==> src/rtl/i2s_tx_pkg.sv <==
package i2s_tx_pkg;

  localparam int SLOT_LEN  = 32;
  localparam int FRAME_LEN = 2 * SLOT_LEN;
  localparam int POS_W     = $clog2(FRAME_LEN);
  localparam int SMP_W     = 24;
  localparam int WID_W     = 5;

  typedef enum logic [2:0] {
    SZ_8  = 3'd0,
    SZ_16 = 3'd1,
    SZ_18 = 3'd2,
    SZ_20 = 3'd3,
    SZ_24 = 3'd4
  } smp_size_e;

  // Width in bits for a size code; reserved codes fall back to the widest.
  function automatic logic [WID_W-1:0] size_bits(input logic [2:0] code);
    case (code)
      SZ_8:    size_bits = WID_W'(8);
      SZ_16:   size_bits = WID_W'(16);
      SZ_18:   size_bits = WID_W'(18);
      SZ_20:   size_bits = WID_W'(20);
      default: size_bits = WID_W'(24);
    endcase
  endfunction

endpackage

==> src/rtl/i2s_tx_fifo.sv <==
module i2s_tx_fifo #(
  parameter int DW    = 32,
  parameter int DEPTH = 16,
  localparam int AW   = $clog2(DEPTH),
  localparam int LW   = AW + 1
) (
  input  logic          clk,
  input  logic          rst,
  input  logic          push,
  input  logic [DW-1:0] wdata,
  input  logic          pop,
  input  logic [LW-1:0] thresh,
  output logic [DW-1:0] head_data,
  output logic          head_vld,
  output logic          full,
  output logic          req,
  output logic [LW-1:0] level
);

  logic [DW-1:0] mem [DEPTH];
  logic [DW-1:0] rdata;
  logic [AW-1:0] wptr, rptr;
  logic [LW-1:0] mem_cnt, cnt, cnt_nxt;
  logic          rd_pend;
  logic          push_ok, pop_ok, rd_en;

  assign push_ok = push && (cnt != LW'(DEPTH));
  assign pop_ok  = pop && head_vld;
  assign rd_en   = (mem_cnt != '0) && !rd_pend && (!head_vld || pop_ok);
  assign cnt_nxt = cnt + LW'(push_ok) - LW'(pop_ok);

  // storage array: synchronous write, registered read
  always_ff @(posedge clk) begin
    if (push_ok) mem[wptr] <= wdata;
  end

  always_ff @(posedge clk) begin
    if (rd_en) rdata <= mem[rptr];
  end

  always_ff @(posedge clk) begin
    if (rst) begin
      wptr     <= '0;
      rptr     <= '0;
      mem_cnt  <= '0;
      cnt      <= '0;
      rd_pend  <= 1'b0;
      head_vld <= 1'b0;
      req      <= 1'b1;
    end else begin
      if (push_ok) wptr <= wptr + 1'b1;
      if (rd_en)   rptr <= rptr + 1'b1;
      mem_cnt <= mem_cnt + LW'(push_ok) - LW'(rd_en);
      cnt     <= cnt_nxt;
      rd_pend <= rd_en;
      if (rd_pend)     head_vld <= 1'b1;
      else if (pop_ok) head_vld <= 1'b0;
      req <= (cnt_nxt <= thresh);
    end
  end

  assign head_data = rdata;
  assign full      = (cnt == LW'(DEPTH));
  assign level     = cnt;

endmodule

==> src/rtl/i2s_tx_slot_loader.sv <==
module i2s_tx_slot_loader
  import i2s_tx_pkg::*;
#(
  parameter int DW = 32
) (
  input  logic             clk,
  input  logic             rst,
  input  logic             bit_stb,
  input  logic             frame_stb,
  input  logic             cfg_stereo,
  input  logic             cfg_packed,
  input  logic             cfg_rfirst,
  input  logic             cfg_repeat,
  input  logic             urun_clr,
  input  logic             urun_ie,
  input  logic [DW-1:0]    head_data,
  input  logic             head_vld,
  output logic             pop,
  output logic             uflow,
  output logic [POS_W-1:0] pos_nxt,
  output logic [SMP_W-1:0] l_nxt,
  output logic [SMP_W-1:0] r_nxt,
  output logic             underrun,
  output logic             underrun_irq
);

  localparam int HALF = SMP_W - 16;

  logic [POS_W-1:0] pos_q;
  logic [SMP_W-1:0] l_q, r_q;
  logic             per_slot, slot_start, need_fetch, slot_right, urun_nxt;

  assign pos_nxt    = frame_stb ? '0 : pos_q + 1'b1;
  assign per_slot   = cfg_stereo && !cfg_packed;
  assign slot_start = (pos_nxt[POS_W-2:0] == '0);
  assign need_fetch = bit_stb && slot_start && (per_slot || !pos_nxt[POS_W-1]);
  assign slot_right = pos_nxt[POS_W-1] ^ cfg_rfirst;
  assign pop        = need_fetch && head_vld;
  assign uflow      = need_fetch && !head_vld;

  always_comb begin
    l_nxt = l_q;
    r_nxt = r_q;
    if (pop) begin
      if (!cfg_stereo) begin
        l_nxt = head_data[SMP_W-1:0];
        r_nxt = head_data[SMP_W-1:0];
      end else if (cfg_packed) begin
        l_nxt = {{HALF{1'b0}}, head_data[15:0]};
        r_nxt = {{HALF{1'b0}}, head_data[31:16]};
      end else if (slot_right) begin
        r_nxt = head_data[SMP_W-1:0];
      end else begin
        l_nxt = head_data[SMP_W-1:0];
      end
    end else if (uflow && !cfg_repeat) begin
      if (per_slot && slot_right)       r_nxt = '0;
      else if (per_slot)                l_nxt = '0;
      else begin
        l_nxt = '0;
        r_nxt = '0;
      end
    end
  end

  assign urun_nxt = uflow ? 1'b1 : (urun_clr ? 1'b0 : underrun);

  always_ff @(posedge clk) begin
    if (rst) begin
      pos_q        <= '1;
      l_q          <= '0;
      r_q          <= '0;
      underrun     <= 1'b0;
      underrun_irq <= 1'b0;
    end else begin
      if (bit_stb) pos_q <= pos_nxt;
      l_q          <= l_nxt;
      r_q          <= r_nxt;
      underrun     <= urun_nxt;
      underrun_irq <= urun_nxt && urun_ie;
    end
  end

endmodule

==> src/rtl/i2s_tx_bit_emitter.sv <==
module i2s_tx_bit_emitter
  import i2s_tx_pkg::*;
(
  input  logic             clk,
  input  logic             rst,
  input  logic             bit_stb,
  input  logic             cfg_msbj,
  input  logic             cfg_rfirst,
  input  logic [WID_W-1:0] width,
  input  logic [POS_W-1:0] pos_nxt,
  input  logic [SMP_W-1:0] l_nxt,
  input  logic [SMP_W-1:0] r_nxt,
  output logic             sd
);

  localparam int IW = $clog2(SLOT_LEN) + 1;

  logic [SMP_W-1:0]    smp;
  logic [SLOT_LEN-1:0] aligned;
  logic [IW-1:0]       shamt, idx, bpos;
  logic                bit_val;

  assign smp     = (pos_nxt[POS_W-1] ^ cfg_rfirst) ? r_nxt : l_nxt;
  assign shamt   = IW'(SLOT_LEN) - IW'(width);
  assign aligned = {{(SLOT_LEN-SMP_W){1'b0}}, smp} << shamt;
  assign bpos    = {1'b0, pos_nxt[POS_W-2:0]};
  assign idx     = cfg_msbj ? (IW'(SLOT_LEN - 1) - bpos) : (IW'(SLOT_LEN) - bpos);
  assign bit_val = idx[IW-1] ? 1'b0 : aligned[idx[IW-2:0]];

  always_ff @(posedge clk) begin
    if (rst)          sd <= 1'b0;
    else if (bit_stb) sd <= bit_val;
  end

endmodule

==> src/rtl/i2s_tx_serializer.sv <==
module i2s_tx_serializer
  import i2s_tx_pkg::*;
#(
  parameter int DEPTH = 16,
  localparam int LW   = $clog2(DEPTH) + 1
) (
  input  logic          clk,
  input  logic          rst,
  input  logic          wr_en,
  input  logic [31:0]   wr_data,
  input  logic [LW-1:0] thresh,
  output logic          fifo_full,
  output logic          tx_req,
  input  logic          bit_stb,
  input  logic          frame_stb,
  input  logic          cfg_msbj,
  input  logic          cfg_rfirst,
  input  logic          cfg_stereo,
  input  logic          cfg_packed,
  input  logic [2:0]    cfg_size,
  input  logic          cfg_repeat,
  input  logic          urun_clr,
  input  logic          urun_ie,
  output logic          sd,
  output logic          underrun,
  output logic          underrun_irq
);

  logic [31:0]      head_data;
  logic             head_vld, fetch_pop, fetch_uflow;
  logic [LW-1:0]    level;
  logic [POS_W-1:0] pos_nxt;
  logic [SMP_W-1:0] l_nxt, r_nxt;
  logic [WID_W-1:0] eff_width;

  assign eff_width = (cfg_stereo && cfg_packed) ? WID_W'(16) : size_bits(cfg_size);

  i2s_tx_fifo #(.DW(32), .DEPTH(DEPTH)) fifo_i (
    .clk(clk), .rst(rst), .push(wr_en), .wdata(wr_data), .pop(fetch_pop),
    .thresh(thresh), .head_data(head_data), .head_vld(head_vld),
    .full(fifo_full), .req(tx_req), .level(level)
  );

  i2s_tx_slot_loader #(.DW(32)) loader_i (
    .clk(clk), .rst(rst), .bit_stb(bit_stb), .frame_stb(frame_stb),
    .cfg_stereo(cfg_stereo), .cfg_packed(cfg_packed), .cfg_rfirst(cfg_rfirst),
    .cfg_repeat(cfg_repeat), .urun_clr(urun_clr), .urun_ie(urun_ie),
    .head_data(head_data), .head_vld(head_vld), .pop(fetch_pop),
    .uflow(fetch_uflow), .pos_nxt(pos_nxt), .l_nxt(l_nxt), .r_nxt(r_nxt),
    .underrun(underrun), .underrun_irq(underrun_irq)
  );

  i2s_tx_bit_emitter emitter_i (
    .clk(clk), .rst(rst), .bit_stb(bit_stb), .cfg_msbj(cfg_msbj),
    .cfg_rfirst(cfg_rfirst), .width(eff_width), .pos_nxt(pos_nxt),
    .l_nxt(l_nxt), .r_nxt(r_nxt), .sd(sd)
  );

endmodule

==> config.mk <==
export PLATFORM = sky130hd
export DESIGN_NAME = i2s_tx_serializer
export DESIGN_NICKNAME = d
export VERILOG_FILES = /design/src/rtl/i2s_tx_pkg.sv /design/src/rtl/i2s_tx_fifo.sv /design/src/rtl/i2s_tx_slot_loader.sv /design/src/rtl/i2s_tx_bit_emitter.sv /design/src/rtl/i2s_tx_serializer.sv
export SDC_FILE = /design/constraint.sdc
export NUM_CORES = 1
export LEC_CHECK = 0
export CORE_ASPECT_RATIO = 0.6
export CORE_UTILIZATION = 60
export CTS_CLUSTER_SIZE = 25
export DETAILED_ROUTE_END_ITERATION = 10
export DONT_BUFFER_PORTS = 1
export PLACE_DENSITY = 0.81
export SETUP_SLACK_MARGIN = 0.4
export SLEW_MARGIN = 20
export SYNTH_ARGS = -nofsm -noshare
export SYNTH_HDL_FRONTEND = slang
export SYNTH_HIERARCHICAL = 1
export SYNTH_SLANG_ARGS = --single-unit
export TNS_END_PERCENT = 100
==> constraint.sdc <==
create_clock -name clk -period 13.15 [get_ports clk]
set_clock_uncertainty 0.1 [all_clocks]
set_input_delay 2.63 -clock clk [delete_from_list [all_inputs] [get_ports clk]]
set_output_delay 2.63 -clock clk [all_outputs]
set_load 0.02 [all_outputs]
==> run metrics <==
worst flop-to-flop path startpoint=loader_i/pos_q[0]$_SDFFE_PP1P_; Core Region=43700 um^2; Reg clk slew, reported paths=0.07 ns; delay-heaviest family, CP=compound AO/OA/AOI/OAI gates; final setup fails=0; Final Cell Area=28980 um^2; CTS tree=built; count of different cell masters after synthesis=92; most common cell after layout, fill and taps aside=edfxtp_1; Hold Fails Final Rpt=0; area grow syn2layout=8.112%; DRT iter0 DRCs=2302; crit path DAT=7.22 ns; H-Tree Depth=2; die area=45550 um^2; Achievable Freq=146.8 MHz; WL/cell=28.22 um; cts repair resizes=0; period utilization=51.81%; Initial Util=61.34%; Psw=1.461 mW; Worst Path Max Fanout=19; Hold Crit Class=flop to flop; Yosys top cell area share=60.94%; Post-synth EDFFs=544; max cap viols=0; vias in the first global route=15.36k; Max IR drop VDD=0.1274 mV; number of nets still failing antenna checks after routing=0; CP Class=input pin to flop; Placed Area=27310 um^2; layout cell share with drive strength beyond 1=13.79%; gpl congestion=0.9317; DR DRC count=0; Switching Share=28.76%; Avg Inst Size Synth=16.11 um^2; worst-margin pin slew=1.060 ns; yosys warns=6; die height=165.7 um; grt ovf=0; crit path capture type=flop; Clock Latency Late Sink=0.60 ns; final wirelength=64.09 mm; slowest cell delay on critical path=1.11 ns; number of port buffers=0; Seq pwr share=49.2%; CP required=13.56 ns; cell area after synthesis=26810 um^2; fin. max-slew vios=0; PwrDens=175.3 nW/um^2; CP Cell Sequence=nor2b_1, a211oi_1, nor4_2, nand3_1, a21oi_1, a22o_1, mux4_2, a21oi_1, a21boi_1, nor3_1, a21oi_1, a2111oi_0, o41ai_1, a311oi_1; outcome=completed; total number of vias=15.74k; ys async rst share=0%; Post-Syn Nets=1743; GRT Total Usage=28.22%; Hold Path Origin=loader_i/r_q[6]$_SDFF_PP0_; combinational share of power=20.7%; crit start category=input pin; fin nets=1728; Synth area leader=edfxtp_1; Seq/Total Area, Yosys=66.77%; # hold bufs at CTS=0; # Post-CTS Setup Buffers=0; routed vias/inst=6.930; ranking of synthesized cells by area=edfxtp_1, mux4_2, dfxtp_1; row count=59; Slowest cell on crit path=a21oi_1; first-pass GRT wire length=95.06 mm; most frequent cells in the layout=edfxtp_1, mux2i_1, nand2_1, mux4_2, dfxtp_1; Root Driver=clkbuf_16; DP HPWL=37.34 mm; internal power=3.619 mW; initial antenna violation count=0; largest net degree at the start of global routing=103; WP buf/inv=0; most frequent CP cell=a21oi_1; CTS Buf Count=52; RSZ-0062 raised after global routing=no; clock buffer depth=3; # IOs=57; setup tns final=0 ns; Syn Inst Count=1664; Synth Register Bits=622; Slew HR=29.34%; min cycle time layout=6.813 ns; crit path from=cfg_stereo; leakage=9.403 nW; ys flop type=edfxtp_1; Die Width=274.9 um; Fillers=2873; drt pass-1 iters=6; Clock power frac=30.1%; clock sink total=622
==> synth_stat cells, types with 15 or more instances <==
master / number
inv_1: 28
edfxtp_1: 544
a22oi_1: 47
ha_1: 25
nand2_1: 83
a21oi_1: 36
xor2_1: 15
mux2i_1: 152
a221oi_1: 65
a22o_1: 39
o2bb2ai_1: 22
buf_2: 34
clkbuf_1: 36
nor2_1: 66
o21ai_0: 56
dfxtp_1: 78
nor2b_1: 31
mux4_2: 83
==> layout make-up <==
class / count / area (um^2) / share of cell area (%)
inverters: 30 / 112.6 / 0.3886
clock buffers: 63 / 1353 / 4.667
repair buffers: 30 / 237.7 / 0.8203
multi-input cells: 913 / 8330 / 28.75
clock inverters: 32 / 312.8 / 1.079
diodes: 2 / 5.005 / 0.01727
well taps: 579 / 724.4 / 2.500
flip-flops and latches: 622 / 17900 / 61.78
==> power groups by stage <==
stage | Combinational [mW] | Clock [mW] | Sequential (mW)
after floorplan | 0.857 | 0 | 2.42
after detailed placement | 1.03 | 0 | 2.53
after global routing | 1.12 | 1.62 | 2.51
after CTS | 1.04 | 1.54 | 2.49
final | 1.05 | 1.53 | 2.50
after global placement | 0.995 | 0 | 2.53
==> per-layer routing <==
metal  track usage, %  up-vias  routed length (um)
met5                0        -                   0
met2            41.18      973               28550
li1                 -     6701                   -
met4            5.813        0                1035
met1            42.69     7967               26650
met3            8.047       97                7852
==> flip-flops by register name, summed over array words and instances (netlist names) <==
name / count
emitter_i/sd: 1
fifo_i/head_data: 32
fifo_i/head_vld: 1
fifo_i/level: 5
fifo_i/mem: 512
fifo_i/mem_cnt: 5
fifo_i/rd_pend: 1
fifo_i/req: 1
fifo_i/rptr: 4
fifo_i/wptr: 4
loader_i/l_q: 24
loader_i/pos_q: 6
loader_i/r_q: 24
loader_i/underrun: 1
loader_i/underrun_irq: 1
==> stage by stage <==
step	total power, mW	util, %	setup slack, ns	hold slack (ns)	cells
global placement	3.523	62.49	5.995	0.3394	2174
global route	5.250	66.30	6.145	0.3701	2269
floorplan	3.276	-	6.030	0.3329	1664
finish	5.080	66.31	6.337	0.3518	2271
detailed placement	3.561	62.49	5.864	0.3464	2174
CTS	5.075	66.30	6.507	0.3568	2269
==> final timing paths <==
path                           endpoint  slack [ns]  cells after the start
max reg2reg   emitter_i/sd$_SDFFE_PP0P_        7.61                     15
min          loader_i/r_q[6]$_SDFF_PP0_        0.35                      2
max           emitter_i/sd$_SDFFE_PP0P_        6.34                     14
min reg2reg  loader_i/r_q[6]$_SDFF_PP0_        0.35                      2
==> cells by family (layout without fill, tap and decap cells) <==
| logic type | Yosys count | in the layout | share of synthesized area [%] |
|---|---|---|---|
| buffers and inverters | 129 | 155 | 2.679 |
| and+or+nand+nor | 259 | 259 | 4.700 |
| AOI/OAI and AO/OA | 350 | 350 | 9.952 |
| adders and majority gates | 27 | 27 | 1.316 |
| xor gates and xnor gates | 29 | 29 | 1.055 |
| other | 1 | 3 | 0.01399 |
| muxes | 247 | 247 | 13.52 |
| DFF | 622 | 622 | 66.77 |
==> worst min-delay path: cells and delay by family (launching register included) <==
family,cells,cell delay [ns]
AOI/OAI and AO/OA,1,0.05
and+or+nand+nor,1,0.05
DFF,1,0.31
No activity file was read; power rests on OpenSTA's default activity.
